[config.mk]
export PLATFORM = sky130hd
export DESIGN_NAME = pin_sense_unit
export DESIGN_NICKNAME = d
export VERILOG_FILES = /design/src/rtl/psu_pkg.sv /design/src/rtl/psu_sync.sv /design/src/rtl/psu_chan.sv /design/src/rtl/psu_regs.sv /design/src/rtl/pin_sense_unit.sv
export SDC_FILE = /design/constraint.sdc
export NUM_CORES = 1
export LEC_CHECK = 0
export BUFFER_PORTS_ARGS = -buffer_cell sky130_fd_sc_hd__buf_2
export CAP_MARGIN = 20
export CORE_MARGIN = 2
export CORE_UTILIZATION = 30
export CTS_BUF_LIST = sky130_fd_sc_hd__clkbuf_16
export DETAILED_ROUTE_END_ITERATION = 10
export GPL_TIMING_DRIVEN = 0
export HOLD_SLACK_MARGIN = 0.1
export PLACE_DENSITY = 0.63
export SYNTH_ARGS = -nofsm -noshare
export SYNTH_HDL_FRONTEND = slang
export SYNTH_SLANG_ARGS = --single-unit
[constraint.sdc]
create_clock -name clk -period 2.6 [get_ports clk]
set_input_delay 0.52 -clock clk [delete_from_list [all_inputs] [get_ports clk]]
set_output_delay 0.52 -clock clk [all_outputs]
set_load 0.01 [all_outputs]
[src/rtl/psu_pkg.sv]
package psu_pkg;

  typedef enum logic [1:0] {
    SENSE_LVL_LOW = 2'd0,
    SENSE_FALL    = 2'd1,
    SENSE_RISE    = 2'd2,
    SENSE_ANY     = 2'd3
  } sense_e;

  localparam logic [7:0] OFF_STATUS = 8'h10;
  localparam logic [7:0] OFF_SENSE  = 8'h14;

  // True for the three sense codes that latch events.
  function automatic logic is_edge_mode(input logic [1:0] code);
    return code != SENSE_LVL_LOW;
  endfunction

  // Edge event for one line given its code, current and previous sample.
  function automatic logic edge_hit(input logic [1:0] code,
                                    input logic cur, input logic prev);
    logic rise, fall;
    rise = cur & ~prev;
    fall = ~cur & prev;
    case (sense_e'(code))
      SENSE_FALL: return fall;
      SENSE_RISE: return rise;
      SENSE_ANY:  return rise | fall;
      default:    return 1'b0;
    endcase
  endfunction

endpackage

[src/rtl/psu_sync.sv]
module psu_sync #(
  parameter int N_PINS = 8,
  parameter int STAGES = 2
) (
  input  logic              clk,
  input  logic              rst_n,
  input  logic [N_PINS-1:0] raw,
  output logic [N_PINS-1:0] cur,
  output logic [N_PINS-1:0] prev
);
  localparam int DEPTH = STAGES + 1;

  logic [N_PINS-1:0] stg [DEPTH];

  // Stages preset to the idle-high level of active-low lines.
  for (genvar s = 0; s < DEPTH; s++) begin : g_stage
    if (s == 0) begin : g_first
      always_ff @(posedge clk or negedge rst_n) begin
        if (!rst_n) stg[0] <= '1;
        else        stg[0] <= raw;
      end
    end else begin : g_next
      always_ff @(posedge clk or negedge rst_n) begin
        if (!rst_n) stg[s] <= '1;
        else        stg[s] <= stg[s-1];
      end
    end
  end

  assign cur  = stg[STAGES-1];
  assign prev = stg[STAGES];
endmodule

[src/rtl/psu_chan.sv]
module psu_chan
  import psu_pkg::*;
(
  input  logic       clk,
  input  logic       rst_n,
  input  logic [1:0] mode,
  input  logic       cur,
  input  logic       prev,
  input  logic       clr_req,
  output logic       ev,
  output logic       req
);
  logic edge_mode;
  logic clr_ok;
  logic stat_q;

  assign edge_mode = is_edge_mode(mode);
  assign ev        = edge_hit(mode, cur, prev);
  assign clr_ok    = clr_req & edge_mode;

  always_ff @(posedge clk or negedge rst_n) begin
    if (!rst_n)          stat_q <= 1'b0;
    else if (!edge_mode) stat_q <= 1'b0;
    else if (ev)         stat_q <= 1'b1;
    else if (clr_ok)     stat_q <= 1'b0;
  end

  assign req = edge_mode ? stat_q : ~cur;
endmodule

[src/rtl/psu_regs.sv]
module psu_regs
  import psu_pkg::*;
#(
  parameter int N_PINS = 8,
  parameter int AW     = 8,
  parameter int DW     = 32
) (
  input  logic              clk,
  input  logic              rst_n,
  input  logic              bus_wr,
  input  logic [AW-1:0]     bus_addr,
  input  logic [DW-1:0]     bus_wdata,
  output logic [DW-1:0]     bus_rdata,
  input  logic [N_PINS-1:0] status,
  output logic [2*N_PINS-1:0] sense_q,
  output logic [N_PINS-1:0] clr_req
);
  localparam int SW = 2 * N_PINS;

  logic hit_status, hit_sense;
  logic unused_hi;

  assign hit_status = bus_addr == AW'(OFF_STATUS);
  assign hit_sense  = bus_addr == AW'(OFF_SENSE);
  assign unused_hi  = ^bus_wdata[DW-1:SW];

  always_ff @(posedge clk or negedge rst_n) begin
    if (!rst_n)                  sense_q <= '0;
    else if (bus_wr && hit_sense) sense_q <= bus_wdata[SW-1:0];
  end

  // A 0 in the write data asks for a clear; the channel gates it by mode.
  assign clr_req = (bus_wr && hit_status) ? ~bus_wdata[N_PINS-1:0] : '0;

  always_comb begin
    bus_rdata = '0;
    if (hit_status) bus_rdata[N_PINS-1:0] = status;
    if (hit_sense)  bus_rdata[SW-1:0]     = sense_q;
  end
endmodule

[src/rtl/pin_sense_unit.sv]
module pin_sense_unit #(
  parameter int N_PINS      = 8,
  parameter int AW          = 8,
  parameter int DW          = 32,
  parameter int SYNC_STAGES = 2
) (
  input  logic              clk,
  input  logic              rst_n,
  input  logic [N_PINS-1:0] pins_in,
  input  logic              bus_wr,
  input  logic [AW-1:0]     bus_addr,
  input  logic [DW-1:0]     bus_wdata,
  output logic [DW-1:0]     bus_rdata,
  output logic [N_PINS-1:0] irq_out
);
  localparam int SW = 2 * N_PINS;

  logic [N_PINS-1:0] sync_cur, sync_prev;
  logic [N_PINS-1:0] edge_ev;
  logic [N_PINS-1:0] clr_req;
  logic [SW-1:0]     sense_flat;

  psu_sync #(.N_PINS(N_PINS), .STAGES(SYNC_STAGES)) u_sync (
    .clk(clk), .rst_n(rst_n), .raw(pins_in),
    .cur(sync_cur), .prev(sync_prev)
  );

  psu_regs #(.N_PINS(N_PINS), .AW(AW), .DW(DW)) u_regs (
    .clk(clk), .rst_n(rst_n), .bus_wr(bus_wr), .bus_addr(bus_addr),
    .bus_wdata(bus_wdata), .bus_rdata(bus_rdata), .status(irq_out),
    .sense_q(sense_flat), .clr_req(clr_req)
  );

  for (genvar i = 0; i < N_PINS; i++) begin : g_chan
    psu_chan u_chan (
      .clk(clk), .rst_n(rst_n), .mode(sense_flat[2*i +: 2]),
      .cur(sync_cur[i]), .prev(sync_prev[i]), .clr_req(clr_req[i]),
      .ev(edge_ev[i]), .req(irq_out[i])
    );
  end
endmodule

## After elaboration in Yosys (flattened, before gate mapping)

Cells that the tools add are included.

- $add $sub $neg: 0
- Multipliers: 0
- Divide/modulo/power cells: 0
- $lt $le $gt $ge: 0
- Equal/unequal tests: 34
- Shifts and indexed selects: 0
- Multiplexer cells: 43
- Bitwise operators: 49
- Reduce and logical (&&, ||, !) cells: 10

Operators by type and width:

| operator | count |
|---|---|
| $eq A2 B2 Y1 const B | 16 |
| $mux W1 | 32 |
| $and A1 B1 Y1 | 24 |
| $ne A3 B2 Y1 const B | 8 |
| $pmux W1 S3 | 8 |
| $eq A2 B1 Y1 const B | 8 |
| $eq A8 B5 Y1 const B | 2 |
| $mux W16 | 1 |
| $mux W8 | 2 |
| $not A1 Y1 | 16 |
| $reduce_bool A2 Y1 | 8 |
| $not A8 Y8 | 1 |
| $or A1 B1 Y1 | 8 |
| $logic_and A1 B1 Y1 | 2 |

- Register bits after elaboration: 48
- Latch bits: 0
- Bits in writable memories: 0
- Memory bits (read-only): 0
- Input bits: 51
- Output and inout port bits: 40
- Logic and storage cells: 148
- Memories: 0

## Logic depth before layout (Yosys ltp)

- Depth after elaboration: 7
- Gate-level depth with buffers: 5
- Gate-level depth less buffers: 5

## By module

A second synthesis with hierarchy kept.

- Cell total of the unflattened synthesis: 250
- Area, all modules: 2787.7 µm²

Modules (own cells, without submodules):

| module | instances | cells each | area an instance (µm²) | sequential area each (µm²) |
|---|---|---|---|---|
| psu_regs | 1 | 90 | 1026.0 | 400.4 |
| psu_chan | 8 | 15 | 126.4 | 25.0 |
| psu_sync | 1 | 40 | 750.7 | 630.6 |

## Worst setup path after synthesis

Ideal clock, no wire load.

- Path type: input -> output
- Start: input bus_addr[1]
- End: output bus_rdata[6]
- Data arrival time: 1.525 ns
- Required time: 2.080 ns
- Slack: 0.555 ns
- Stages: 5
- Path buffers: 2
- Cells stage by stage: nor3_1 -> and3_1 -> buf_2 -> buf_2 -> a22o_1

- Word-level cells in the longest chain between the ends: 3
- Elaborated cells between the ends (all ways): 4
- Those cells by class: eq/ne: 2; mux: 2

Ends and longest elaborated chain:

| what | RTL line | text |
|---|---|---|
| from (decl) | pin_sense_unit.sv:11 | `input logic [AW-1:0] bus_addr,` |
| $eq A8 B5 Y1 | psu_regs.sv:23 | `assign hit_status = bus_addr == AW'(OFF_STATUS);` |
| $mux W8 | psu_regs.sv:37 | `if (hit_status) bus_rdata[N_PINS-1:0] = status;` |
| $mux W16 * | psu_regs.sv:38 | `if (hit_sense) bus_rdata[SW-1:0] = sense_q;` |
| to (decl) | pin_sense_unit.sv:13 | `output logic [DW-1:0] bus_rdata,` |

Mark *: on every way between the ends. The rest lies on a longest branch, timed or not.

## Worst setup path in the final report

- Start: input bus_addr[5]
- End: output bus_rdata[6]

The elaborated chain is that of the path after synthesis.

==> impl_metrics.py <==
metrics = {
    "critical_path": {
        "r2r_cells": 4,
        "r2r-start": "u_sync.prev[6]$_DFF_PN1_",
        "slowest_stage": "nor4b_4",
        "cp_num_cells": 7,
        "crit_path_cell_trace": "buf_2 > nor4b_4 > and3_1 > buf_2 > buf_2 > a22o_1 > buf_2",
        "cp_common_cell": "buf_2",
        "cp_num_buf_inv": 4,
        "worstSetupStartpointType": "input port",
        "rrSetupSlack_ps": 1280,
        "arrival_ps": 1940,
        "worstSetupEndpointType": "output pin",
        "path_class": "input port to output pin",
        "cp_top_family": "buffers and inverters",
        "worstPathMaxFanout": 10,
        "cp_slowest_stage_delay_ps": 320,
        "r2r-end": "g_chan[6].u_chan.stat_q$_DFFE_PN0P_",
        "critPathRequiredTime_ps": 2080,
    },
    "floorplan": {
        "start_util_pct": 31.3,
        "die_x_um": 97.0,
        "ios": 91,
        "die_y_um": 97.0,
        "die_area_um2": 9410,
        "core_region_area_um2": 8300,
        "rows": 33,
    },
    "global_route": {
        "grt_use_met1_pct": 14.9,
        "antenna_found_initial": 0,
        "grt_max_degree": 49,
        "grt_first_pass_wirelength_mm": 9.10,
        "use_met2_pct": 20.6,
        "grt_pass1_vias": 1815,
        "gr-usage-all-layers_pct": 12.0,
        "grt_util_met3_pct": 3.11,
        "busiest_layer": "met2",
        "grt-ovfl-total": 0,
    },
    "route": {
        "wire_per_inst_um": 13.4,
        "drt_wl_total_mm": 5.48,
        "vias": 1789,
        "firstDrtPassIters": 4,
        "postRouteAntennaNets": 0,
        "via_per_inst": 4.36,
        "drt-initial-drc-count": 52,
        "drcViolationCount": 0,
    },
    "sta": {
        "fmax_mhz": 407,
        "hold_viol_final": 0,
        "fin_tns_setup_ps": 0,
        "fin_worst_skew_ps": 6.69,
        "rsz0062_at_grt": "false",
        "setup_viol": 0,
        "period_share_pct": 94.5,
        "final-max-slew-violation-count": 0,
        "post-route-min-period_ps": 2460,
    },
    "finish": {
        "final.fill_count": 842,
        "syn_to_final_growth_pct": 25.4,
        "layout.nets": 371,
        "antennaDiodeCount": 0,
        "layout-drive-gt1-share_pct": 48.2,
    },
    "logic_synthesis": {
        "synth_area_leaders": "dfstp_2 (24%), dfrtp_1 (23%), ha_1 (7.7%)",
        "synth_ff_type": "dfstp_2",
        "synth.avg_cell_area_um2": 11.7,
        "synth-seq-area-share_pct": 47.4,
        "synth_top_family_by_area": "simple AND/OR/NAND/NOR gates",
        "ys_seq_elements": 48,
        "synthAdderAreaFrac_pct": 7.71,
        "synth-simple-area-share_pct": 14.1,
        "postSynthCellCount": 221,
        "synthMuxAreaShare_pct": 10.3,
        "synth_edf_count": 0,
        "synth_cell_type_count": 25,
        "synthXorXnorAreaFrac_pct": 0,
        "synth_top_area_cell": "dfstp_2",
        "synth_top_area_share_pct": 24.3,
        "synth_compound_area_share_pct": 8.68,
        "synth-async-reset-ratio_pct": 100,
        "synthTopCellsByCount": "buf_4 (24), dfrtp_1 (24), dfstp_2 (24), inv_1 (21), ha_1 (16)",
        "synth_area_um2": 2590,
        "yosysWarnings": 0,
    },
    "pwr": {
        "p_leak_nw": 1.72,
        "peakVddDrop_v": 0.000221,
        "power.density_nw_per_um2": 500,
        "finalPower_mw": 1.63,
    },
    "clock_tree": {
        "cts.sinks": 48,
        "cts_root_buffer": "clkbuf_16",
        "cts_tree": "built",
        "cts_buffers": 5,
        "insertion_delay_ps": 290,
        "cts_buffer_depth": 2,
        "clk_pin_slew_ps": 60,
        "htree_levels": 2,
    },
    "placed_design": {
        "portBuffers": 57,
        "detailed_place_hpwl_mm": 4.10,
        "gp_congestion": 0.727,
    },
    "min_path": {
        "hold_end": "u_sync.stg[16]$_DFF_PN1_",
        "hp-start": "pins_in[0]",
        "min_path_cells": 1,
        "min_path_type": "input port to flop",
    },
    "run": {
        "maxCapViolCount": 0,
    },
    "outcome": {
        "status": "completed",
    },
}
[how the worst max path moves through the flow]
stage,start,endpoint,slack (ps)
2_1_floorplan,bus_addr[1],bus_rdata[6],560
3_3_place_gp,bus_addr[1],bus_rdata[6],40
3_5_place_dp,bus_addr[1],bus_rdata[6],20
4_1_cts,bus_addr[1],bus_rdata[6],10
5_1_grt,bus_addr[5],bus_rdata[6],40
6_report,bus_addr[5],bus_rdata[6],140
[per-layer routing]
layer,vias up,wire length (µm)
met5,-,0
met3,7,351
li1,881,-
met2,53,2730
met4,0,89
met1,848,2310
[state kept, by name, summed over array words and instances, names as in the netlist]
register              flops
u_sync.stg                8
u_regs.sense_q           16
g_chan.u_chan.stat_q      8
u_sync.cur                8
u_sync.prev               8
[where the power goes]
part	switching [mW]	internal, mW
sequential	0.0345	0.798
combinational	0.0889	0.105
clock	0.254	0.346
total	0.377	1.25
[repair_timing]
item | CTS | global route
endpoints found under the hold margin | 0 | 2
gates resized for setup | 0 | 1
setup endpoints to repair | 0 | 13
setup buffers | 0 | 2
hold buffers | 0 | 1
[final cells by class]
| cell class | instances | area (µm²) | area share, % |
|---|---|---|---|
| plain buffers | 30 | 223 | 6.84 |
| clock buffers | 5 | 125 | 3.84 |
| clock inverters | 3 | 11.3 | 0.346 |
| inverters | 21 | 78.8 | 2.42 |
| multi-input cells | 137 | 1120 | 34.5 |
| flip-flops and latches | 48 | 1230 | 37.8 |
| well taps | 105 | 131 | 4.04 |
| repair buffers | 61 | 330 | 10.1 |
[layout by cell type, fill, tap and decap left out, types with 9 or more instances in the layout]
cell type / n
buf_2: 61
buf_4: 26
dfrtp_1: 24
dfstp_2: 24
inv_1: 22
ha_1: 16
conb_1: 16
nor2_1: 11
mux2_4: 10
and2_1: 9
[worst register-to-register path, stage by stage (launching register included)]
cell and delay [ps]:
dfstp_2 530, inv_1 40, ha_1 270, mux2i_1 60, a221o_1 310
[per-stage QoR]
| step | cell area [µm²] | setup WS, ps | utilization, % | hold slack, ps | instances |
|---|---|---|---|---|---|
| 3_5_place_dp | 3070 | 15.4 | 37.0 | 347 | 398 |
| 5_1_grt | 3250 | 38.4 | 39.2 | 314 | 410 |
| 4_1_cts | 3200 | 14.5 | 38.6 | 322 | 406 |
| 6_report | 3250 | 142 | 39.2 | 324 | 410 |
| 2_1_floorplan | 2650 | 555 | - | 224 | 236 |
| 3_3_place_gp | 3070 | 44.6 | 37.0 | 345 | 398 |
[kinds of logic (layout without fill, tap and decap cells)]
logic type	Yosys count	count (layout)
flip-flops	48	48
AO/OA/AOI/OAI	27	27
multiplexers	21	21
adder cells (fa/ha/maj)	16	16
AND/OR/NAND/NOR	57	57
buffers and inverters	51	120
other	1	16
Note: power is estimated with default switching activity, not from simulation.
